### config.mk
export PLATFORM = sky130hd
export DESIGN_NAME = mtpg_top
export DESIGN_NICKNAME = d
export VERILOG_FILES = /design/src/rtl/mtpg_pkg.sv /design/src/rtl/mtpg_scramble.sv /design/src/rtl/mtpg_seq.sv /design/src/rtl/mtpg_datagen.sv /design/src/rtl/mtpg_cmp.sv /design/src/rtl/mtpg_top.sv
export SDC_FILE = /design/constraint.sdc
export NUM_CORES = 1
export LEC_CHECK = 0
export BUFFER_PORTS_ARGS = -buffer_cell sky130_fd_sc_hd__buf_4
export CORE_ASPECT_RATIO = 2
export CORE_MARGIN = 5
export CORE_UTILIZATION = 50
export CTS_CLUSTER_SIZE = 12
export DETAILED_ROUTE_END_ITERATION = 8
export PLACE_DENSITY = 0.71
export SYNTH_ARGS = -nofsm -noshare
export SYNTH_HDL_FRONTEND = slang
export SYNTH_SLANG_ARGS = --single-unit
### constraint.sdc
create_clock -name clk -period 2.1 [get_ports clk]
set_clock_uncertainty 0.1 [all_clocks]
set_input_delay 0.105 -clock clk [delete_from_list [all_inputs] [get_ports clk]]
set_output_delay 0.105 -clock clk [all_outputs]
set_load 0.05 [all_outputs]
### src/rtl/mtpg_pkg.sv
package mtpg_pkg;

    typedef enum logic [1:0] {
        ALG_SOLID   = 2'd0,
        ALG_CHECKER = 2'd1,
        ALG_MARCH   = 2'd2,
        ALG_MARCH_B = 2'd3
    } alg_e;

    // One cell operation: read-expect or write, with data inversion flag
    typedef struct packed {
        logic rd;
        logic inv;
    } op_t;

    // One test element: direction, number of ops per cell, the ops
    typedef struct packed {
        logic desc;
        logic two;
        op_t  op0;
        op_t  op1;
    } elem_t;

    function automatic logic is_two_pass(alg_e a);
        return (a == ALG_SOLID) || (a == ALG_CHECKER);
    endfunction

    function automatic elem_t elem_of(alg_e a, logic [1:0] e);
        elem_t r;
        r = '0;
        if (is_two_pass(a)) begin
            r.op0.rd = (e != 2'd0);
        end else begin
            case (e)
                2'd0: begin
                    r.op0 = '{rd: 1'b0, inv: 1'b0};
                end
                2'd1: begin
                    r.two = 1'b1;
                    r.op0 = '{rd: 1'b1, inv: 1'b0};
                    r.op1 = '{rd: 1'b0, inv: 1'b1};
                end
                2'd2: begin
                    r.desc = 1'b1;
                    r.two  = 1'b1;
                    r.op0  = '{rd: 1'b1, inv: 1'b1};
                    r.op1  = '{rd: 1'b0, inv: 1'b0};
                end
                default: begin
                    r.desc = 1'b1;
                    r.op0  = '{rd: 1'b1, inv: 1'b0};
                end
            endcase
        end
        return r;
    endfunction

    function automatic logic [1:0] last_elem(alg_e a);
        return is_two_pass(a) ? 2'd1 : 2'd3;
    endfunction

endpackage

### src/rtl/mtpg_scramble.sv
module mtpg_scramble #(
    parameter int XW = 8,
    parameter int YW = 9,
    localparam int AW = XW + YW
) (
    input  logic [XW-1:0] x,
    input  logic [YW-1:0] y,
    output logic [AW-1:0] addr
);
    logic [XW-1:0] xa;
    logic [YW-1:0] ya;

    // Row: mirror low bits when the row block bit is set
    assign ya[YW-1]   = y[YW-1];
    assign ya[YW-2:0] = y[YW-2:0] ^ {(YW-1){y[YW-1]}};
    // Column: mirror low bits when the column block bit is clear
    assign xa[XW-1]   = x[XW-1];
    assign xa[XW-2:0] = x[XW-2:0] ^ {(XW-1){~x[XW-1]}};

    assign addr = {ya[YW-1], xa[XW-1], xa[XW-2:0], ya[YW-2:0]};
endmodule

### src/rtl/mtpg_seq.sv
module mtpg_seq
    import mtpg_pkg::*;
#(
    parameter int XW = 8,
    parameter int YW = 9,
    localparam int AW = XW + YW
) (
    input  logic          clk,
    input  logic          rst,
    input  logic          start,
    input  logic [1:0]    alg,
    output logic          active,
    output alg_e          alg_q,
    output op_t           op,
    output logic [XW-1:0] cur_x,
    output logic [YW-1:0] cur_y,
    output logic          last_op
);
    logic          run_q;
    logic [1:0]    elem_q;
    logic [AW-1:0] cnt_q;
    logic          step_q;

    elem_t         elem;
    logic [AW-1:0] phys;
    logic          last_step;
    logic          last_cell;
    logic          last_el;

    always_comb begin
        elem      = elem_of(alg_q, elem_q);
        phys      = elem.desc ? ~cnt_q : cnt_q;
        op        = step_q ? elem.op1 : elem.op0;
        last_step = !elem.two || step_q;
        last_cell = &cnt_q;
        last_el   = (elem_q == last_elem(alg_q));
    end

    assign active  = run_q;
    assign cur_x   = phys[XW-1:0];
    assign cur_y   = phys[AW-1:XW];
    assign last_op = run_q && last_step && last_cell && last_el;

    always_ff @(posedge clk) begin
        if (rst) begin
            run_q  <= 1'b0;
            alg_q  <= ALG_SOLID;
            elem_q <= '0;
            cnt_q  <= '0;
            step_q <= 1'b0;
        end else if (start) begin
            run_q  <= 1'b1;
            alg_q  <= alg_e'(alg);
            elem_q <= '0;
            cnt_q  <= '0;
            step_q <= 1'b0;
        end else if (run_q) begin
            if (!last_step) begin
                step_q <= 1'b1;
            end else begin
                step_q <= 1'b0;
                cnt_q  <= cnt_q + 1'b1;
                if (last_cell) begin
                    if (last_el) run_q  <= 1'b0;
                    else         elem_q <= elem_q + 2'd1;
                end
            end
        end
    end
endmodule

### src/rtl/mtpg_datagen.sv
module mtpg_datagen
    import mtpg_pkg::*;
#(
    parameter int XW = 8,
    parameter int YW = 9,
    parameter int DW = 8,
    localparam int AW = XW + YW
) (
    input  alg_e          alg,
    input  logic [XW-1:0] x,
    input  logic [YW-1:0] y,
    input  logic          inv,
    output logic [DW-1:0] data
);
    logic [AW-1:0] k;
    logic [DW-1:0] base;

    assign k = {y, x};

    always_comb begin
        case (alg)
            ALG_SOLID:   base = {k[AW-1], k[DW-2:0]};
            ALG_CHECKER: base = {DW{x[0] ^ y[0]}};
            default:     base = '0;
        endcase
        data = base ^ {DW{inv}};
    end
endmodule

### src/rtl/mtpg_cmp.sv
module mtpg_cmp #(
    parameter int XW = 8,
    parameter int YW = 9,
    parameter int DW = 8,
    localparam int AW = XW + YW
) (
    input  logic          clk,
    input  logic          rst,
    input  logic          start,
    input  logic          issue_rd,
    input  logic [DW-1:0] exp_data,
    input  logic [AW-1:0] addr,
    input  logic [XW-1:0] x,
    input  logic [YW-1:0] y,
    input  logic          last_op,
    input  logic [DW-1:0] rdata,
    output logic          done,
    output logic          fail,
    output logic [AW-1:0] fail_addr,
    output logic [XW-1:0] fail_x,
    output logic [YW-1:0] fail_y
);
    logic          pend_q;
    logic          last_q;
    logic [DW-1:0] exp_q;
    logic [AW-1:0] addr_q;
    logic [XW-1:0] x_q;
    logic [YW-1:0] y_q;
    logic          miss;

    assign miss = pend_q && (rdata != exp_q);

    always_ff @(posedge clk) begin
        if (rst || start) begin
            pend_q    <= 1'b0;
            last_q    <= 1'b0;
            exp_q     <= '0;
            addr_q    <= '0;
            x_q       <= '0;
            y_q       <= '0;
            done      <= 1'b0;
            fail      <= 1'b0;
            fail_addr <= '0;
            fail_x    <= '0;
            fail_y    <= '0;
        end else begin
            pend_q <= issue_rd;
            last_q <= last_op;
            exp_q  <= exp_data;
            addr_q <= addr;
            x_q    <= x;
            y_q    <= y;
            if (miss && !fail) begin
                fail      <= 1'b1;
                fail_addr <= addr_q;
                fail_x    <= x_q;
                fail_y    <= y_q;
            end
            if (last_q) done <= 1'b1;
        end
    end
endmodule

### src/rtl/mtpg_top.sv
module mtpg_top
    import mtpg_pkg::*;
#(
    parameter int XW = 8,
    parameter int YW = 9,
    parameter int DW = 8,
    localparam int AW = XW + YW
) (
    input  logic          clk,
    input  logic          rst,
    input  logic          start,
    input  logic [1:0]    alg,
    output logic          mem_we,
    output logic          mem_re,
    output logic [AW-1:0] mem_addr,
    output logic [DW-1:0] mem_wdata,
    input  logic [DW-1:0] mem_rdata,
    output logic          busy,
    output logic          done,
    output logic          fail,
    output logic [AW-1:0] fail_addr,
    output logic [XW-1:0] fail_x,
    output logic [YW-1:0] fail_y
);
    logic          active;
    alg_e          alg_q;
    op_t           op;
    logic [XW-1:0] cur_x;
    logic [YW-1:0] cur_y;
    logic          last_op;
    logic [DW-1:0] word;

    mtpg_seq #(.XW(XW), .YW(YW)) seq_i (
        .clk(clk), .rst(rst), .start(start), .alg(alg),
        .active(active), .alg_q(alg_q), .op(op),
        .cur_x(cur_x), .cur_y(cur_y), .last_op(last_op)
    );

    mtpg_scramble #(.XW(XW), .YW(YW)) scr_i (
        .x(cur_x), .y(cur_y), .addr(mem_addr)
    );

    mtpg_datagen #(.XW(XW), .YW(YW), .DW(DW)) dgen_i (
        .alg(alg_q), .x(cur_x), .y(cur_y), .inv(op.inv), .data(word)
    );

    assign mem_we    = active && !op.rd;
    assign mem_re    = active && op.rd;
    assign mem_wdata = word;
    assign busy      = active;

    mtpg_cmp #(.XW(XW), .YW(YW), .DW(DW)) cmp_i (
        .clk(clk), .rst(rst), .start(start),
        .issue_rd(mem_re), .exp_data(word), .addr(mem_addr),
        .x(cur_x), .y(cur_y), .last_op(last_op), .rdata(mem_rdata),
        .done(done), .fail(fail), .fail_addr(fail_addr),
        .fail_x(fail_x), .fail_y(fail_y)
    );
endmodule

==> flow_metrics.py <==
metrics = {
    "run_status": {
        "status": "complete, no violations",
    },
    "pwr": {
        "vdd_drop_max_uv": 659.2,
        "internal-power_mw": 3.033,
        "pwr-share-seq": 0.496,
        "power_switching_uw": 803.0,
        "p_leak_nw": 2.189,
        "clockPowerShare": 0.462,
        "pwr_density_cell_nw_per_um2": 725.1,
        "swShare": 0.2093,
        "combPwrFrac": 0.042,
    },
    "synth": {
        "synth-simple-area-share": 0.2011,
        "synth_seq_cells": 99,
        "synth_fp_nets": 469,
        "synthXorXnorAreaFrac": 0.1009,
        "synth_adder_area_share": 0.02058,
        "ys_seq_area_frac": 0.4657,
        "synth_top_family_by_area": "simple AND/OR/NAND/NOR gates",
        "yosys_warnings": 0,
        "syn_inst": 449,
        "synth_area_sq_um": 4255,
        "synth_cell_types": 46,
        "avgSynthCellArea_sq_um": 9.477,
        "synth-compound-area-share": 0.05704,
        "synthMuxAreaShare": 0.08468,
    },
    "drt": {
        "dr.pass1.iters": 4,
        "dr.first_iter.drc_count": 211,
        "vias": 3162,
        "drc": 0,
        "post_drt_wl_per_cell_um": 15.06,
        "ant_nets": 0,
        "avgViaCountPerCell": 5.084,
        "drt-total-wl_um": 9366,
    },
    "placement": {
        "dp_hpwl_um": 6859,
        "io_buffers": 76,
        "place_ws_ns": 0.04314,
        "gp_congestion": 0.8335,
    },
    "cells_and_area": {
        "fin_util": 0.6380,
        "layout_common_cells": "97 x dfxtp_1, 94 x buf_4, 71 x nand2_1",
        "nFillCells": 694,
        "layout_commonest_cell": "dfxtp_1",
        "final_nets": 539,
        "drive_gt1_frac": 0.2538,
        "diodes": 0,
        "syn_to_final_growth_pct": 24.32,
    },
    "global_routing": {
        "grt_use_total": 0.1911,
        "grt_max_degree": 95,
        "grt_pass1_wl_um": 15620,
        "overflow": 0,
        "antenna_found_initial": 0,
        "grt_pass1_vias": 3168,
    },
    "worst_setup_path": {
        "path_depth": 5,
        "crit_type": "register to primary output",
        "crit_fanout": 8,
        "reg2reg_depth": 6,
        "cpPeakStageDelay_ns": 0.48,
        "crit_buf_inv": 3,
        "path_delay_family": "buffers and inverters",
        "cp-start-kind": "register",
        "end_kind": "primary output",
        "r2r_slack_ns": 0.13,
        "critPathRequiredTime_ns": 1.89,
        "crit_path_top_delay_cell": "dfxtp_1",
        "arrival_ns": 1.80,
        "cp_cell_sequence": "inv_1, nor3_4, buf_4, xor2_2, buf_6",
    },
    "floorplanning": {
        "dieArea_sq_um": 10570,
        "die_height_um": 140.5,
        "start_util": 0.5132,
        "core_sq_um": 8292,
        "fp.dieW_um": 75.23,
        "ios": 77,
        "fp-row-count": 47,
    },
    "flow_run": {
        "maxCapViolations": 0,
    },
    "timing": {
        "fmax_ghz": 0.4976,
        "fin_ws_ns": 0.09029,
        "setup_viol": 0,
        "worstMarginPinSlew_ns": 0.6665,
        "slew_viol_final": 0,
        "min_period_ns": 2.010,
        "hold_violations": 0,
        "min_period_over_period": 0.9570,
        "slew_headroom": 0.5557,
    },
    "clocking": {
        "cts_inserted_buffers": 9,
        "clk_path_buf_depth": 2,
        "ctsHtreeMaxLevel": 3,
        "clock_latency_ns": 0.34,
        "cts_sinks": 99,
        "clk_pin_slew_worst_paths_ns": 0.06,
        "tritoncts": "yes",
        "root_buffer": "clkbuf_16",
    },
    "worst_hold_path": {
        "whs_path_depth": 2,
        "hold_class": "register to register",
    },
}
final timing paths:
| check | start | endpoint |
|---|---|---|
| setup / recovery | seq_i.alg_q[1]$_SDFFE_PP0P_ | mem_addr[16] |
| hold / removal | cmp_i.addr_q[5]$_SDFF_PP0_ | cmp_i.fail_addr[5]$_SDFFE_PP0P_ |
| hold reg to reg | cmp_i.addr_q[5]$_SDFF_PP0_ | cmp_i.fail_addr[5]$_SDFFE_PP0P_ |
| setup reg to reg | seq_i.elem_q[0]$_SDFFE_PP0P_ | seq_i.cnt_q[11]$_SDFFE_PP0P_ |
power by group through the flow:
stage | Sequential, mW | Combinational (mW) | Clock (mW)
after CTS | 1.90 | 0.163 | 1.80
after global placement | 1.95 | 0.152 | 0
after floorplan | 1.94 | 0.106 | 0
after detailed placement | 1.95 | 0.154 | 0
final | 1.90 | 0.160 | 1.77
after global routing | 1.90 | 0.176 | 1.89
cells in the mapped netlist (all sizes together):
cell type	instances	area, sq um
a41o	1	10.01
a21oi	12	63.81
a31oi	1	6.260
a21o	8	60.06
o2111ai	1	8.760
nand3b	1	7.510
and3	5	32.53
nand4	9	56.30
inv	6	22.52
and4	4	38.79
xnor2	24	210.2
o21a	3	22.52
nor3b	1	7.510
mux2i	36	360.4
ha	7	87.58
nand2b	3	18.77
xor2	25	219.0
or3	3	20.02
nand2	71	266.5
nor2	32	120.1
nand3	7	52.55
nor4	3	18.77
o31ai	3	22.52
o21ai	5	25.02
dfxtp	99	1982
buf	24	166.4
or2	1	6.260
clkbuf	18	108.9
o41ai	1	8.760
or4	3	22.52
nor3	1	5.000
o22ai	1	6.260
and2	29	182.7
o311ai	1	8.760
tightest hold or removal path: stages (launching register included):
cell and delay (ns):
dfxtp_1 0.30, nand2_1 0.05, mux2i_1 0.05
kinds of logic after synthesis:
logic type                 Yosys count
adders and majority gates            7
muxes                               36
DFF                                 99
xor gates and xnor gates            49
and+or+nand+nor                    173
buffers and inverters               48
AOI/OAI and AO/OA                   37
layout make-up:
class | count | area [sq um] | area share
Clock inverter | 5 | 85.08 | 0.01608
Inverter | 6 | 22.52 | 0.004257
Sequential cell | 99 | 1984 | 0.3751
Tap cell | 98 | 122.6 | 0.02318
Multi-Input combinational cell | 302 | 2036 | 0.3848
Timing Repair Buffer | 101 | 797.0 | 0.1507
Clock buffer | 11 | 242.7 | 0.04588
routing by layer:
layer	global-route usage	wire length, um	vias to the layer above
li1	-	-	1600
met1	0.2190	3551	1474
met2	0.3372	5203	70
met3	0.03300	392	18
met4	0.07742	220	0
met5	0	0	-
state kept, by name, summed over array words and instances, names as in the netlist, 7 cells and up:
signal	count
cmp_i.addr_q	17
cmp_i.fail_addr	17
seq_i.cnt_q	17
cmp_i.exp_q	8
cmp_i.fail_y	8
cmp_i.y_q	8
cmp_i.fail_x	7
cmp_i.x_q	7
through the flow:
stage	hold WS, ns	std cells	setup TNS (ns)	total power, mW	cell area [sq um]
after CTS	0.3428	620	0	3.863	5254
after detailed placement	0.2442	600	0	2.101	4866
after global routing	0.3591	622	-0.01289	3.966	5290
after global placement	0.2411	600	0	2.098	4866
after floorplan	0.07407	449	0	2.049	4260
final	0.3416	622	0	3.836	5290
timing repair:
action	CTS	global route
pin swaps	0	3
endpoints found under the setup margin	9	22
hold buffers	4	0
resized for setup	3	9
endpoints found under the hold margin	3	0
setup buffers	0	2
cloned	0	0
No activity file was read; power rests on OpenSTA's default activity.
